**src/rtl/irqagg_pkg.sv**
```systemverilog
package irqagg_pkg;
  localparam int DW        = 8;
  localparam int NUM_SUB   = 9;
  localparam int NUM_MAIN  = 8;
  localparam int NUM_GPIO  = 4;
  localparam int GPIO_SUB  = 7;
  localparam int EVT_W     = NUM_SUB * DW;
  localparam int TRIG_LSB  = 4;
  localparam int TRIG_W    = 3;

  localparam logic [TRIG_W-1:0] TRIG_FALL = 3'b001;
  localparam logic [TRIG_W-1:0] TRIG_RISE = 3'b010;
  localparam logic [TRIG_W-1:0] TRIG_HIGH = 3'b100;
  localparam logic [TRIG_W-1:0] TRIG_LOW  = 3'b101;

  // Which sub-registers a main status bit summarizes (bit i set = covers sub i)
  function automatic logic [NUM_SUB-1:0] main_cover(input int j);
    logic [NUM_SUB-1:0] c;
    c = '0;
    if (j < 4)       c[j]   = 1'b1;
    else if (j == 4) begin
      c[4] = 1'b1;
      c[5] = 1'b1;
    end
    else             c[j+1] = 1'b1;
    return c;
  endfunction
endpackage

```
**src/rtl/irqagg_gpio_detect.sv**
```systemverilog
module irqagg_gpio_detect
  import irqagg_pkg::*;
(
  input  logic                          clk_i,
  input  logic                          rst_ni,
  input  logic [NUM_GPIO-1:0]           pin_i,
  input  logic [NUM_GPIO-1:0][DW-1:0]   cfg_i,
  output logic [NUM_GPIO-1:0]           hit_o
);
  logic [NUM_GPIO-1:0] prev_q;

  always_ff @(posedge clk_i or negedge rst_ni) begin
    if (!rst_ni) prev_q <= '0;
    else         prev_q <= pin_i;
  end

  for (genvar p = 0; p < NUM_GPIO; p++) begin : g_pin
    logic [TRIG_W-1:0] trig;
    assign trig = cfg_i[p][TRIG_LSB +: TRIG_W];
    always_comb begin
      case (trig)
        TRIG_RISE: hit_o[p] =  pin_i[p] & ~prev_q[p];
        TRIG_FALL: hit_o[p] = ~pin_i[p] &  prev_q[p];
        TRIG_HIGH: hit_o[p] =  pin_i[p];
        TRIG_LOW:  hit_o[p] = ~pin_i[p];
        default:   hit_o[p] = 1'b0;
      endcase
    end
  end
endmodule

```
**src/rtl/irqagg_status_bank.sv**
```systemverilog
module irqagg_status_bank
  import irqagg_pkg::*;
(
  input  logic                         clk_i,
  input  logic                         rst_ni,
  input  logic [NUM_SUB-1:0][DW-1:0]   set_i,
  input  logic [NUM_SUB-1:0][DW-1:0]   clr_i,
  input  logic [NUM_SUB-1:0]           mask_we_i,
  input  logic [DW-1:0]                mask_wdata_i,
  output logic [NUM_SUB-1:0][DW-1:0]   stat_o,
  output logic [NUM_SUB-1:0][DW-1:0]   mask_o
);
  for (genvar s = 0; s < NUM_SUB; s++) begin : g_sub
    always_ff @(posedge clk_i or negedge rst_ni) begin
      if (!rst_ni) begin
        stat_o[s] <= '0;
        mask_o[s] <= '1;
      end else begin
        // a set in the same cycle as its clear wins
        stat_o[s] <= (stat_o[s] & ~clr_i[s]) | set_i[s];
        if (mask_we_i[s]) mask_o[s] <= mask_wdata_i;
      end
    end
  end
endmodule

```
**src/rtl/irqagg_summary.sv**
```systemverilog
module irqagg_summary
  import irqagg_pkg::*;
(
  input  logic                         clk_i,
  input  logic                         rst_ni,
  input  logic [NUM_SUB-1:0][DW-1:0]   stat_i,
  input  logic [NUM_SUB-1:0][DW-1:0]   mask_i,
  input  logic                         main_mask_we_i,
  input  logic [DW-1:0]                wdata_i,
  output logic [NUM_MAIN-1:0]          main_stat_o,
  output logic [NUM_MAIN-1:0]          main_mask_o,
  output logic                         irq_o
);
  logic [NUM_SUB-1:0] sub_any;

  for (genvar s = 0; s < NUM_SUB; s++) begin : g_any
    assign sub_any[s] = |(stat_i[s] & ~mask_i[s]);
  end

  for (genvar j = 0; j < NUM_MAIN; j++) begin : g_main
    localparam logic [NUM_SUB-1:0] COVER = main_cover(j);
    assign main_stat_o[j] = |(sub_any & COVER);
  end

  always_ff @(posedge clk_i or negedge rst_ni) begin
    if (!rst_ni)             main_mask_o <= '1;
    else if (main_mask_we_i) main_mask_o <= wdata_i;
  end

  assign irq_o = |(main_stat_o & ~main_mask_o);
endmodule

```
**src/rtl/irq_aggregator.sv**
```systemverilog
module irq_aggregator
  import irqagg_pkg::*;
#(
  parameter logic [7:0] MAIN_STAT_ADDR = 8'h00,
  parameter logic [7:0] MAIN_MASK_ADDR = 8'h01,
  parameter logic [7:0] SUB_STAT_BASE  = 8'h10,
  parameter logic [7:0] SUB_MASK_BASE  = 8'h20,
  parameter logic [7:0] GPIO_CFG_BASE  = 8'h30
)(
  input  logic                 clk_i,
  input  logic                 rst_ni,
  input  logic [EVT_W-1:0]     evt_i,
  input  logic [NUM_GPIO-1:0]  gpio_i,
  input  logic [7:0]           addr_i,
  input  logic [DW-1:0]        wdata_i,
  input  logic                 we_i,
  input  logic                 re_i,
  output logic [DW-1:0]        rdata_o,
  output logic                 irq_o
);
  logic [7:0] stat_off, mask_off, cfg_off;
  logic       stat_sel, mask_sel;

  logic [NUM_SUB-1:0][DW-1:0]  set_vec, clr_vec, stat_q, mask_q;
  logic [NUM_SUB-1:0]          mask_we;
  logic [NUM_GPIO-1:0][DW-1:0] gpio_cfg_q;
  logic [NUM_GPIO-1:0]         gpio_hit;
  logic [NUM_MAIN-1:0]         main_stat, main_mask;
  logic                        main_mask_we;
  logic [DW-1:0]               rd_next;

  assign stat_off     = addr_i - SUB_STAT_BASE;
  assign mask_off     = addr_i - SUB_MASK_BASE;
  assign cfg_off      = addr_i - GPIO_CFG_BASE;
  assign stat_sel     = stat_off < 8'(NUM_SUB);
  assign mask_sel     = mask_off < 8'(NUM_SUB);
  assign main_mask_we = we_i && (addr_i == MAIN_MASK_ADDR);

  for (genvar s = 0; s < NUM_SUB; s++) begin : g_dec
    assign clr_vec[s] = (we_i && stat_sel && stat_off == 8'(s)) ? wdata_i : '0;
    assign mask_we[s] = we_i && mask_sel && (mask_off == 8'(s));
    if (s == GPIO_SUB) begin : g_gpio_sub
      assign set_vec[s] = evt_i[s*DW +: DW] | {{(DW-NUM_GPIO){1'b0}}, gpio_hit};
    end else begin : g_evt_sub
      assign set_vec[s] = evt_i[s*DW +: DW];
    end
  end

  for (genvar p = 0; p < NUM_GPIO; p++) begin : g_cfg
    always_ff @(posedge clk_i or negedge rst_ni) begin
      if (!rst_ni)                             gpio_cfg_q[p] <= '0;
      else if (we_i && cfg_off == 8'(2*p))     gpio_cfg_q[p] <= wdata_i;
    end
  end

  irqagg_gpio_detect u_detect (
    .clk_i  (clk_i),
    .rst_ni (rst_ni),
    .pin_i  (gpio_i),
    .cfg_i  (gpio_cfg_q),
    .hit_o  (gpio_hit)
  );

  irqagg_status_bank u_bank (
    .clk_i        (clk_i),
    .rst_ni       (rst_ni),
    .set_i        (set_vec),
    .clr_i        (clr_vec),
    .mask_we_i    (mask_we),
    .mask_wdata_i (wdata_i),
    .stat_o       (stat_q),
    .mask_o       (mask_q)
  );

  irqagg_summary u_summary (
    .clk_i          (clk_i),
    .rst_ni         (rst_ni),
    .stat_i         (stat_q),
    .mask_i         (mask_q),
    .main_mask_we_i (main_mask_we),
    .wdata_i        (wdata_i),
    .main_stat_o    (main_stat),
    .main_mask_o    (main_mask),
    .irq_o          (irq_o)
  );

  always_comb begin
    rd_next = '0;
    if (addr_i == MAIN_STAT_ADDR) rd_next = main_stat;
    if (addr_i == MAIN_MASK_ADDR) rd_next = main_mask;
    for (int s = 0; s < NUM_SUB; s++) begin
      if (stat_sel && stat_off == 8'(s)) rd_next = stat_q[s];
      if (mask_sel && mask_off == 8'(s)) rd_next = mask_q[s];
    end
    for (int p = 0; p < NUM_GPIO; p++) begin
      if (cfg_off == 8'(2*p)) rd_next = gpio_cfg_q[p];
    end
  end

  always_ff @(posedge clk_i or negedge rst_ni) begin
    if (!rst_ni)   rdata_o <= '0;
    else if (re_i) rdata_o <= rd_next;
  end
endmodule

```
**config.mk**
```make
export PLATFORM = sky130hd
export DESIGN_NAME = irq_aggregator
export DESIGN_NICKNAME = d
export VERILOG_FILES = /design/src/rtl/irqagg_pkg.sv /design/src/rtl/irqagg_gpio_detect.sv /design/src/rtl/irqagg_status_bank.sv /design/src/rtl/irqagg_summary.sv /design/src/rtl/irq_aggregator.sv
export SDC_FILE = /design/constraint.sdc
export NUM_CORES = 1
export LEC_CHECK = 0
export BUFFER_PORTS_ARGS = -buffer_cell sky130_fd_sc_hd__buf_2
export CAP_MARGIN = 10
export CORE_UTILIZATION = 65
export CTS_BUF_LIST = sky130_fd_sc_hd__clkbuf_16
export CTS_CLUSTER_SIZE = 16
export DETAILED_ROUTE_END_ITERATION = 6
export PLACE_DENSITY = 0.86
export SETUP_SLACK_MARGIN = 0.05
export SLEW_MARGIN = 20
export SYNTH_ARGS = -nofsm -noshare
export SYNTH_HDL_FRONTEND = slang
export SYNTH_HIERARCHICAL = 1
export SYNTH_SLANG_ARGS = --single-unit
```
**constraint.sdc**
```tcl
create_clock -name clk_i -period 6.3 [get_ports clk_i]
set_input_delay 0.315 -clock clk_i [delete_from_list [all_inputs] [get_ports clk_i]]
set_output_delay 0.315 -clock clk_i [all_outputs]
set_load 0.05 [all_outputs]
```
==> out/qor.log, run 1 <==
INFO  run_status     status=finished with violations
INFO  run_status     failed_checks=design-rule violations, negative hold slack
INFO  placed_design  port_buffers=104
INFO  synth          yosys.area.top_type=sky130_fd_sc_hd__dfrtp_1
INFO  synth          yosys-top-cells-count=146 x sky130_fd_sc_hd__inv_1, 116 x sky130_fd_sc_hd__dfrtp_1, 80 x sky130_fd_sc_hd__dfstp_2
INFO  setup_path     crit_required=6600ps
INFO  setup_path     critical-path-max-stage-delay=790ps
INFO  pwr            irDropWorstVdd=0.208mV
INFO  die            floorplan.initialDensity=67.6%
INFO  pwr            p_seq_share=49.7%
INFO  route          wire_per_inst=24.9um
INFO  setup_path     timing.critical_path.max_delay_family=compound AO/OA/AOI/OAI gates
INFO  clocking       cts.reportedPaths.clkPinSlew=80ps
INFO  clocking       cts.repair.resized=0
INFO  setup_path     worst_path_max_delay_cell=sky130_fd_sc_hd__xnor2_1
INFO  clocking       post_cts.repair.setup_buffers=0
INFO  placed_design  dp_hpwl=24300um
INFO  clocking       htreeDepth=4
INFO  sta            final-setup-viol-count=0
INFO  pwr            power.clock.fraction=40.0%
INFO  die            floorplan.die.height=134um
INFO  setup_path     cp_data_arrival_time=3780ps
INFO  pwr            power=2780uW
INFO  setup_path     timing.critical_path.from_type=primary input
INFO  sta            fin_hold_ws=-4.63ps
INFO  route          antenna_left=0
INFO  synth          synth_enable_flop_cells=0
INFO  synth          post_synth_inst_count=1111
INFO  clocking       number_of_buffers_created_by_cts=17
INFO  synth          yosysMostFrequentCell=sky130_fd_sc_hd__inv_1
INFO  placed_design  globalplace.congestion=0.994
INFO  sta            hold_violations=4
INFO  setup_path     highest_net_fanout_along_the_worst_path=17
INFO  pwr            total_leakage_power=0.00549uW
INFO  worst_hold_path min-delay-path-class=in -> async
INFO  global_routing globalRouteTotalUtil=39.9%
INFO  sta            slew_violations=0
INFO  global_routing grt_max_degree=123
INFO  clocking       cts_hold_buf=0
INFO  clocking       clock_tree.buffer_depth=2
INFO  global_routing grt_pass1_wl=54200um
INFO  layout         final_layout_size_suffix_gt1_share=30.7%
INFO  setup_path     cp_buf_inv_count=2
INFO  route          drc_errors=4
INFO  clocking       clkLatencyLatePin=450ps
INFO  layout         area_growth=9.95%
INFO  sta            worst_slew_margin_rel=29.1%
INFO  route          dr_total_vias=9704
INFO  layout         antenna_cells=0
INFO  sta            period_minus_slack=3470ps
INFO  sta            fin_tns_setup=0ps
INFO  setup_path     timing.critical_path.cells=buf_2 -> inv_1 -> ha_1 -> xnor2_1 -> nand2_1 -> o21ai_0 -> o2bb2ai_1 -> a21oi_1 -> a2111oi_0 -> o21ai_1
INFO  die            num_rows=47
INFO  global_routing grt_antenna_before_repair=0
INFO  sta            max_freq=288MHz
INFO  synth          synth_async_sr_flop_share=100%
INFO  sta            post-route-period-util=55.1%
INFO  synth          yosysTopAreaCellShare=25.5%
INFO  setup_path     cp-end-kind=flip-flop
INFO  clocking       ctsRootBufferMaster=sky130_fd_sc_hd__clkbuf_16
INFO  route          vias_per_cell=6.86
INFO  synth          synth-seq-area-share=44.0%
INFO  pwr            power_density=223nW/um^2
INFO  setup_path     setup.worst_path.class=in -> reg
INFO  global_routing global_route.overflow_total=0
INFO  synth          netlist-cell-type-count=88
INFO  synth          mappedNetlistArea=11400um^2
INFO  pwr            share_comb_of_total_power=10.4%
INFO  synth          primary_flip_flop_cell_chosen_by_synthesis_mapping=sky130_fd_sc_hd__dfrtp_1
INFO  setup_path     rr_worst_depth=8
INFO  route          drt-pass1-iter-count=7
INFO  synth          netlist_top_cells_area=sky130_fd_sc_hd__dfrtp_1 26%, sky130_fd_sc_hd__dfstp_2 18%, sky130_fd_sc_hd__mux2_4 9.5%, sky130_fd_sc_hd__inv_1 4.8%, sky130_fd_sc_hd__a21o_1 4.8%
INFO  route          postRouteWirelength=35200um
INFO  synth          syn-mean-instance-area=10.2um^2
INFO  die            core_region_area=16800um^2
INFO  pwr            total_switching_power=803uW
INFO  layout         finalNetCount=1280
INFO  synth          number_of_synthesized_register_bits=196
INFO  synth          synthesis.yosys.warnings=6
INFO  global_routing grt_pass1_vias=9503
INFO  route          first_iter_violations=1278
INFO  clocking       cts.sink_count=196
INFO  run            maxcap_viol_count=0
INFO  sta            rsz0062_at_grt=false
INFO  setup_path     worst_reg2reg_endpoint=rdata_o[2]$_DFFE_PN0P_
INFO  clocking       cts_tree=built
INFO  die            dieWidth=134um
INFO  pwr            p_sw_share=28.8%
INFO  setup_path     reg2reg_setup_slack=3480ps
INFO  synth          synth.net_count=1210
INFO  sta            max_slew.worst_pin.slew=1060ps
INFO  sta            fin_skew=9.84ps
INFO  die            area_enclosed_by_the_die_boundary=18000um^2
INFO  setup_path     timing.critical_path.depth=10
INFO  die            ios=105
INFO  setup_path     r2r_path_start=u_bank/mask_o[23]$_DFFE_PN1P_
INFO  pwr            p_int=1980uW
## cell type report
type / instances / area, um^2
clock buffers: 17 / 425
fillers: 1220 / 4320
repair buffers: 109 / 567
inverters: 150 / 564
clock inverters: 15 / 179
well taps: 220 / 275
flip-flops and latches: 196 / 5000
multi-input cells: 707 / 5490
## metal layers
| metal | share of wire [%] | wire, um | track usage (%) | vias to the layer above |
|---|---|---|---|---|
| met3 | 11 | 3950 | 10.2 | 139 |
| met2 | 46 | 16000 | 61.3 | 701 |
| met4 | 3.8 | 1350 | 15.0 | 0 |
| met1 | 39 | 13900 | 54.6 | 4727 |
| li1 | - | - | - | 4137 |
| met5 | 0 | 0 | 0 | - |
## placed cells by master (no fill, tap or decap), types with 26 or more instances in the layout
cell type	n
sky130_fd_sc_hd__dfstp_2	80
sky130_fd_sc_hd__buf_2	103
sky130_fd_sc_hd__inv_1	146
sky130_fd_sc_hd__nor2_1	45
sky130_fd_sc_hd__nand2_1	52
sky130_fd_sc_hd__and3_1	68
sky130_fd_sc_hd__a21o_1	72
sky130_fd_sc_hd__mux2_2	37
sky130_fd_sc_hd__mux2_4	72
sky130_fd_sc_hd__o21ai_0	26
sky130_fd_sc_hd__dfrtp_1	116
sky130_fd_sc_hd__o22ai_1	50
## worst max-delay path by stage
stage	from	endpoint	slack, ps
6_report	addr_i[5]	rdata_o[2]$_DFFE_PN0P_	2830
5_1_grt	addr_i[5]	rdata_o[2]$_DFFE_PN0P_	2790
4_1_cts	addr_i[5]	rdata_o[2]$_DFFE_PN0P_	2990
3_5_place_dp	addr_i[5]	rdata_o[2]$_DFFE_PN0P_	2520
3_3_place_gp	addr_i[5]	rdata_o[2]$_DFFE_PN0P_	2630
2_1_floorplan	u_bank/mask_o[10]$_DFFE_PN1P_	irq_o	3930
## cell families after synthesis
| kind of cell | count (synthesis) | synth area share [%] |
|---|---|---|
| compound gates | 301 | 19.0 |
| mux | 111 | 13.3 |
| xor+xnor | 5 | 0.550 |
| fa+ha+maj | 3 | 0.330 |
| flops | 196 | 44.0 |
| buf+inv | 208 | 7.80 |
| simple gates | 287 | 14.9 |
## power by group through the flow
stage	registers (uW)	logic (uW)	clock network, uW
after CTS	1380	284	1120
after floorplan	1390	155	0
final	1380	289	1110
after global placement	1400	275	0
after detailed placement	1400	282	0
after global routing	1390	307	1170
## sequential cells by signal, summed over array words and instances (netlist names)
register	count
gpio_cfg_q	32
rdata_o	8
u_bank/mask_o	72
u_bank/stat_o	72
u_detect/prev_q	4
u_summary/main_mask_o	8
## per-stage QoR
stage,setup slack [ps],std cells,area [um^2],utilization [%]
after global routing,2790,1414,12500,74.3
after CTS,2990,1414,12500,74.3
after detailed placement,2520,1382,11900,70.7
final,2830,1414,12500,74.3
after floorplan,3930,1111,11400,-
after global placement,2630,1382,11900,70.7
Note: power is estimated with default switching activity, not from simulation.
==> run 2, diff against run 1 <==
--- a/config.mk
+++ b/config.mk
@@ -7,11 +7,11 @@
 export LEC_CHECK = 0
 export BUFFER_PORTS_ARGS = -buffer_cell sky130_fd_sc_hd__buf_2
 export CAP_MARGIN = 10
-export CORE_UTILIZATION = 65
+export CORE_UTILIZATION = 60
 export CTS_BUF_LIST = sky130_fd_sc_hd__clkbuf_16
 export CTS_CLUSTER_SIZE = 16
 export DETAILED_ROUTE_END_ITERATION = 6
-export PLACE_DENSITY = 0.86
+export PLACE_DENSITY = 0.8
 export SETUP_SLACK_MARGIN = 0.05
 export SLEW_MARGIN = 20
 export SYNTH_ARGS = -nofsm -noshare
==> constraint.sdc (replaced) <==
create_clock -name clk_i -period 3.4 [get_ports clk_i]
set_input_delay 0.17 -clock clk_i [delete_from_list [all_inputs] [get_ports clk_i]]
set_output_delay 0.17 -clock clk_i [all_outputs]
set_load 0.05 [all_outputs]
==> run 2 against run 1 <==
Compared with the run above: the flow now finishes without violations; sequential power is 86% higher; first-iteration DRC count is 9.5% higher; clock power is 89% higher; critical path depth is 5 lower; worst setup slack worse by 2500 ps; routed wire length is 5.9% higher; combinational power is 120% higher; via count is 4.0% higher; critical path type is now reg -> out; critical endpoint is now irq_o.
==> out/qor.log, run 2 (synthesis results as in run 1) <==
INFO  global_routing global_route.overflow_total=0 [unchanged]
INFO  clocking       cts.sink_count=196 [unchanged]
INFO  layout         finalNetCount=1379 [+7.7%]
INFO  pwr            power_density=393nW/um^2 [+77%]
INFO  setup_path     reg2reg_setup_slack=480ps [-3000 ps]
INFO  route          postRouteWirelength=37200um [+5.9%]
INFO  layout         most_frequent_standard_cell_in_the_layout_excluding_fill_and_tap_cells=sky130_fd_sc_hd__inv_1
INFO  sta            rsz0062_at_grt=false
INFO  setup_path     highest_net_fanout_along_the_worst_path=4 [-13]
INFO  route          first_iter_violations=1399 [+9.5%]
INFO  sta            worst_slew_margin_rel=40.5% [+11 points]
INFO  sta            final-setup-viol-count=0 [unchanged]
INFO  die            floorplan.die.height=140um [+4.0%]
INFO  clocking       clock_tree.buffer_depth=2 [unchanged]
INFO  worst_hold_path timing.hold.worst.start=re_i
INFO  run            maxcap_viol_count=0 [unchanged]
INFO  sta            setup_ws=283ps [-2540 ps]
INFO  clocking       post_cts.repair.setup_buffers=0 [unchanged]
INFO  route          drc_errors=0 [-4]
INFO  worst_hold_path hold_path_end=rdata_o[1]$_DFFE_PN0P_
INFO  setup_path     timing.critical_path.cells=o22ai_1 -> o41ai_1 -> o221ai_1 -> or4_1 -> buf_2
INFO  setup_path     cp_data_arrival_time=2950ps [-830 ps]
INFO  global_routing grt_antenna_before_repair=1 [+1]
INFO  die            core_region_area=18300um^2 [+8.6%]
INFO  placed_design  dpl_cell_area=12100um^2 [+1.5%]
INFO  setup_path     critical-path-max-stage-delay=760ps [-30 ps]
INFO  clocking       cts_tree=built
INFO  setup_path     cp-end-kind=output port
INFO  die            ios=105 [unchanged]
INFO  sta            hold_violations=0 [-4]
INFO  placed_design  preCtsSetupSlack=338ps [-2180 ps]
INFO  die            dieWidth=140um [+4.0%]
INFO  setup_path     crit_required=3230ps [-3370 ps]
INFO  placed_design  dp_hpwl=24200um [-0.27%]
INFO  pwr            irDropWorstVdd=0.326mV [+57%]
INFO  sta            fin_skew=14.8ps [+4.98 ps]
INFO  setup_path     cp_buf_inv_count=1 [-1]
INFO  clocking       cts.reportedPaths.clkPinSlew=80ps [about the same]
INFO  setup_path     timing.critical_path.max_delay_family=compound AO/OA/AOI/OAI gates
INFO  pwr            power=5290uW [+90%]
INFO  layout         biggest_registers_after_layout=u_bank/mask_o (72), u_bank/stat_o (72), gpio_cfg_q (32)
INFO  clocking       htreeDepth=4 [unchanged]
INFO  global_routing globalRouteTotalUtil=39.2% [-0.72 points]
INFO  layout         final_layout_size_suffix_gt1_share=29.9% [-0.81 points]
INFO  route          drt-pass1-iter-count=6 [-1]
INFO  route          vias_per_cell=6.62 [-3.5%]
INFO  sta            max_slew.worst_pin.slew=885ps [-175 ps]
INFO  layout         area_growth=18.2%
INFO  setup_path     timing.critical_path.from_type=flip-flop
INFO  clocking       clkLatencyLatePin=440ps [about the same]
INFO  run_status     status=completed
INFO  sta            fin_tns_setup=0ps [unchanged]
INFO  route          wire_per_inst=24.4um [-1.7%]
INFO  global_routing grt_pass1_wl=57500um [+6.0%]
INFO  setup_path     worst_reg2reg_endpoint=rdata_o[2]$_DFFE_PN0P_
INFO  setup_path     setup.worst_path.class=reg -> out
INFO  die            floorplan.initialDensity=62.2% [-5.4 points]
INFO  sta            post-route-period-util=91.7%
INFO  clocking       number_of_buffers_created_by_cts=17 [unchanged]
INFO  die            area_enclosed_by_the_die_boundary=19500um^2 [+8.2%]
INFO  sta            max_freq=321MHz
INFO  layout         fillers=1290 [+5.7%]
INFO  die            num_rows=49 [+4.3%]
INFO  layout         multiInputGateArea=5490um^2 [about the same]
INFO  setup_path     worst_path_max_delay_cell=sky130_fd_sc_hd__o41ai_1
INFO  layout         final_area=13400um^2 [+7.5%]
INFO  worst_hold_path hold-path-cell-count=3
INFO  sta            slew_violations=0 [unchanged]
INFO  clocking       ctsRootBufferMaster=sky130_fd_sc_hd__clkbuf_16
INFO  global_routing grt_pass1_vias=9867 [+3.8%]
INFO  setup_path     rr_worst_depth=8 [unchanged]
INFO  worst_hold_path min-delay-path-class=in -> reg
INFO  placed_design  globalplace.congestion=1.02 [+2.9%]
INFO  sta            period_minus_slack=3120ps
INFO  layout         register_area=5000um^2 [unchanged]
INFO  setup_path     r2r_path_start=u_bank/mask_o[23]$_DFFE_PN1P_
INFO  placed_design  port_buffers=104 [unchanged]
INFO  route          dr_total_vias=10089 [+4.0%]
INFO  global_routing grt_max_degree=98 [-20%]
INFO  pwr            total_leakage_power=0.00592uW [+7.8%]
INFO  layout         most-common-layout-cells=147 x sky130_fd_sc_hd__inv_1, 116 x sky130_fd_sc_hd__dfrtp_1, 103 x sky130_fd_sc_hd__buf_2
INFO  route          antenna_left=0 [unchanged]
## run 2: cell types whose count changed in the layout (fill, tap and decap cells not counted), sizes merged
cell / change
dlygate4sd3: +77
buf: +22
bufinv: +2
clkinv: -2
diode: +1
## run 2: worst max path at each step
stage                                             start                     end  slack (ps)  depth (start not counted)
after floorplan           u_bank/mask_o[10]$_DFFE_PN1P_                   irq_o        1170                          4
after global placement                        addr_i[5]  rdata_o[2]$_DFFE_PN0P_         390                         10
after detailed placement                      addr_i[5]  rdata_o[2]$_DFFE_PN0P_         340                         10
after CTS                 u_bank/mask_o[23]$_DFFE_PN1P_                   irq_o         370                          5
after global routing      u_bank/mask_o[35]$_DFFE_PN1P_                   irq_o         230                          6
final                     u_bank/mask_o[23]$_DFFE_PN1P_                   irq_o         280                          5
## run 2: power breakdown
part | switching, uW | internal [uW] | total (uW)
Combinational | 353 | 273 | 627
Sequential | 98.5 | 2460 | 2560
Clock | 991 | 1110 | 2100
Total | 1440 | 3850 | 5290
## run 2: stage by stage
stage	instances	util, %	hold slack, ps
floorplan	1111	-	-126
global placement	1413	66.1	299
detailed placement	1413	66.1	300
CTS	1522	73.5	234
global route	1523	73.6	266
finish	1523	73.6	265
## run 2: layout make-up
| class | count | share of cell area [%] |
|---|---|---|
| Timing Repair Buffer | 208 | 11.2 |
| Sequential cell | 196 | 37.2 |
| Tap cell | 229 | 2.13 |
| Clock inverter | 15 | 1.28 |
| Antenna cell | 1 | 0.0186 |
| Clock buffer | 17 | 3.16 |
| Multi-Input combinational cell | 707 | 40.8 |
| Inverter | 150 | 4.20 |
## run 2: timing repair
item,4_1_cts,5_1_grt
hold buffers,77,0
resized for setup,0,0
endpoints found under the hold margin,125,0
## run 2: worst register-to-register path, cell delays in order, from the launching register on
cell and delay (ps):
sky130_fd_sc_hd__dfstp_2 590, sky130_fd_sc_hd__o22ai_1 110, sky130_fd_sc_hd__or4_1 590, sky130_fd_sc_hd__a22oi_1 210, sky130_fd_sc_hd__nor2_1 60, sky130_fd_sc_hd__o2bb2ai_1 200
sky130_fd_sc_hd__a21oi_1 130, sky130_fd_sc_hd__a2111oi_0 740, sky130_fd_sc_hd__o21ai_1 150
## run 2: layer usage
metal	routed length [um]	up-vias	track usage, %	part of all wire (%)
li1	-	4327	-	-
met2	17100	692	60.5	46
met1	15100	4971	54.4	41
met5	0	-	0	0
met4	1100	0	14.0	3.0
met3	3920	99	8.84	11
==> run 3, diff against run 2 <==
--- a/config.mk
+++ b/config.mk
@@ -5,13 +5,13 @@
 export SDC_FILE = /design/constraint.sdc
 export NUM_CORES = 1
 export LEC_CHECK = 0
-export BUFFER_PORTS_ARGS = -buffer_cell sky130_fd_sc_hd__buf_2
 export CAP_MARGIN = 10
-export CORE_UTILIZATION = 60
+export CORE_UTILIZATION = 65
 export CTS_BUF_LIST = sky130_fd_sc_hd__clkbuf_16
 export CTS_CLUSTER_SIZE = 16
 export DETAILED_ROUTE_END_ITERATION = 6
-export PLACE_DENSITY = 0.8
+export DONT_BUFFER_PORTS = 1
+export PLACE_DENSITY = 0.81
 export SETUP_SLACK_MARGIN = 0.05
 export SLEW_MARGIN = 20
 export SYNTH_ARGS = -nofsm -noshare
==> run 3 against run 2 <==
Compared with the run above: the run now ends with negative hold slack left; critical path depth did not move; count of clock-buffer cells in the layout did not move; die area fell by 7.6%; power fell by 5.1%; via count fell by 2.8%; register-to-register slack improved by 370 ps; combinational power fell by 30%; clock power fell by 6%; highest routed layer unchanged.
==> out/qor.log, run 3 (synthesis results as in run 1) <==
INFO  sta            fin_tns_setup=0ps [unchanged]
INFO  clocking       cts_tree=built
INFO  sta            period_minus_slack=3060ps [-58.5 ps]
INFO  pwr            share_comb_of_total_power=8.8% [-3.0 points]
INFO  layout         register_area=5000um^2 [unchanged]
INFO  pwr            p_sw_share=26.0% [-1.2 points]
INFO  layout         finalNetCount=1272 [-7.8%]
INFO  pwr            irDropWorstVdd=0.373mV [+14%]
INFO  pwr            total_switching_power=1310uW [-9.4%]
INFO  clocking       cts.sink_count=196 [unchanged]
INFO  run_status     failed_checks=negative hold slack
INFO  sta            post-route-period-util=89.9% [-1.7 points]
INFO  sta            max_slew.worst_pin.slew=1060ps [+178 ps]
INFO  layout         final_layout_size_suffix_gt1_share=22.8% [-7.2 points]
INFO  setup_path     setup.worst_path.class=reg -> out
INFO  global_routing grt-busiest-layer=met2
INFO  global_routing groute.layer.met3.usage=13.5% [+4.7 points]
INFO  die            dieWidth=134um [-3.9%]
INFO  placed_design  dp_hpwl=23600um [-2.5%]
INFO  die            floorplan.initialDensity=67.6% [+5.4 points]
INFO  clocking       cts.reportedPaths.clkPinSlew=70ps [about the same]
INFO  sta            worst_slew_margin_rel=28.9% [-12 points]
INFO  sta            max_freq=327MHz [+1.9%]
INFO  clocking       number_of_buffers_created_by_cts=17 [unchanged]
INFO  clocking       htreeDepth=4 [unchanged]
INFO  global_routing global_route.usage.met1=57.9% [+3.5 points]
INFO  run_status     status=finished with violations
INFO  die            num_rows=47 [-4.1%]
INFO  setup_path     rr_worst_depth=9 [+1]
INFO  clocking       clock_tree.buffer_depth=2 [unchanged]
INFO  die            floorplan.die.height=134um [-3.9%]
INFO  global_routing grt_pass1_wl=57700um [+0.41%]
INFO  clocking       ctsRootBufferMaster=sky130_fd_sc_hd__clkbuf_16
INFO  route          antenna_left=0 [unchanged]
INFO  sta            hold_violations=196 [+196]
INFO  route          postRouteWirelength=38700um [+3.9%]
INFO  pwr            total_leakage_power=0.00547uW [-7.6%]
INFO  global_routing grt.met2_usage=65.4% [+4.9 points]
INFO  route          drc_errors=0 [unchanged]
INFO  setup_path     highest_net_fanout_along_the_worst_path=3 [-1]
INFO  route          first_iter_violations=1698 [+21%]
INFO  global_routing globalRouteTotalUtil=43.8% [+4.6 points]
INFO  placed_design  preCtsSetupSlack=297ps [-41.1 ps]
INFO  setup_path     cp_data_arrival_time=2890ps [-60 ps]
INFO  global_routing grt_max_degree=197 [+100%]
INFO  worst_hold_path min-delay-path-class=in -> async
INFO  placed_design  port_buffers=0 [-100%]
INFO  pwr            power.clock.fraction=39.5% [-0.2 points]
INFO  setup_path     crit_required=3230ps [about the same]
INFO  route          dr_total_vias=9803 [-2.8%]
INFO  pwr            power=5020uW [-5.1%]
INFO  layout         final_area=12900um^2 [-4.2%]
INFO  route          drt-pass1-iter-count=6 [unchanged]
INFO  setup_path     timing.critical_path.from_type=flip-flop
INFO  die            area_enclosed_by_the_die_boundary=18000um^2 [-7.6%]
INFO  setup_path     cp-end-kind=output port
INFO  placed_design  globalplace.congestion=1.04 [+2.1%]
INFO  sta            fin_skew=9.76ps [-5.06 ps]
INFO  clocking       clkLatencyLatePin=450ps [about the same]
INFO  global_routing global_route.overflow_total=0 [unchanged]
INFO  layout         fillers=1109 [-14%]
INFO  placed_design  dpl_cell_area=11400um^2 [-5.2%]
INFO  route          vias_per_cell=6.93 [+4.7%]
INFO  sta            final-setup-viol-count=0 [unchanged]
INFO  pwr            p_seq_share=51.7% [+3.2 points]
INFO  clocking       post_cts.repair.setup_buffers=0 [unchanged]
INFO  layout         area_growth=13.2%
INFO  sta            setup_ws=342ps [+58.5 ps]
INFO  layout         multiInputGateArea=5480um^2 [about the same]
INFO  sta            fin_hold_ws=-590ps [-855 ps]
INFO  run            maxcap_viol_count=0 [unchanged]
INFO  setup_path     worst_reg2reg_endpoint=rdata_o[4]$_DFFE_PN0P_
INFO  pwr            power_density=390nW/um^2 [-0.91%]
INFO  global_routing grt_antenna_before_repair=2 [+1]
INFO  layout         most_frequent_standard_cell_in_the_layout_excluding_fill_and_tap_cells=sky130_fd_sc_hd__inv_1
INFO  global_routing grt_pass1_vias=9643 [-2.3%]
INFO  sta            rsz0062_at_grt=false
INFO  sta            slew_violations=0 [unchanged]
INFO  die            core_region_area=16800um^2 [-7.9%]
INFO  die            ios=105 [unchanged]
INFO  layout         most-common-layout-cells=148 x sky130_fd_sc_hd__inv_1, 116 x sky130_fd_sc_hd__dfrtp_1, 86 x sky130_fd_sc_hd__dlygate4sd3_1
INFO  setup_path     reg2reg_setup_slack=850ps [+370 ps]
INFO  layout         biggest_registers_after_layout=u_bank/mask_o (72), u_bank/stat_o (72), gpio_cfg_q (32)
INFO  pwr            p_int=3710uW [-3.5%]
INFO  setup_path     r2r_path_start=u_bank/mask_o[41]$_DFFE_PN1P_
INFO  route          wire_per_inst=27.4um [+12%]
## run 3: cell count changes in the layout (fill, tap and decap cells not counted), moves of 2 or more
cell	previous run	this run
sky130_fd_sc_hd__buf_2	103	0
sky130_fd_sc_hd__buf_4	27	15
sky130_fd_sc_hd__dlygate4sd3_1	77	86
sky130_fd_sc_hd__diode_2	1	8
sky130_fd_sc_hd__clkinv_2	1	3
## run 3: worst max-delay path, cell delays in order, from the launching register on
cell and delay [ps]:
sky130_fd_sc_hd__dfstp_2 560, sky130_fd_sc_hd__inv_2 30, sky130_fd_sc_hd__a2111oi_0 470, sky130_fd_sc_hd__nand4_1 330
sky130_fd_sc_hd__nor2b_1 230, sky130_fd_sc_hd__or4_1 810
## run 3: layout make-up
type                       instances  area share [%]
sequential                       196            38.9
clock buffer                      17            3.30
clock inverter                    15            1.02
multi-input combinational        707            42.6
tap                              220            2.14
timing repair buffer             101            7.56
inverter                         150            4.38
antenna                            8           0.155
## run 3: power groups by stage
| stage | combinational, uW | clock [uW] | sequential (uW) |
|---|---|---|---|
| after global placement | 297 | 0 | 2630 |
| after detailed placement | 305 | 0 | 2630 |
| after global routing | 459 | 2080 | 2600 |
| after CTS | 422 | 1980 | 2590 |
| final | 441 | 1980 | 2600 |
| after floorplan | 286 | 0 | 2580 |
## run 3: worst max-delay path by stage
stage / startpoint / endpoint / slack [ps] / cells past startpoint
global route: u_bank/mask_o[35]$_DFFE_PN1P_ / irq_o / 250 / 5
detailed placement: addr_i[6] / rdata_o[2]$_DFFE_PN0P_ / 300 / 9
CTS: u_bank/mask_o[44]$_DFFE_PN1P_ / irq_o / 410 / 5
finish: u_bank/mask_o[41]$_DFFE_PN1P_ / irq_o / 340 / 5
floorplan: u_bank/mask_o[10]$_DFFE_PN1P_ / irq_o / 1170 / 4
global placement: addr_i[6] / rdata_o[5]$_DFFE_PN0P_ / 600 / 9
## run 3: routing by layer
metal  vias to the layer above  wire [um]  part of all wire, %
li1                       4115          -                    -
met1                      4790      14600                   38
met2                       749      17200                   44
met3                       149       5030                   13
met4                         0       1890                  4.9
met5                         -          0                    0
## run 3: repair_timing
item,4_1_cts,5_1_grt
hold endpoints to repair,386,197
resized for setup,0,0
hold buffers,85,1
## run 3: through the flow
step | utilization (%) | std cells
after floorplan | - | 1111
after global placement | 68.0 | 1288
after detailed placement | 68.0 | 1288
after CTS | 76.4 | 1405
after global routing | 76.4 | 1406
final | 76.6 | 1414
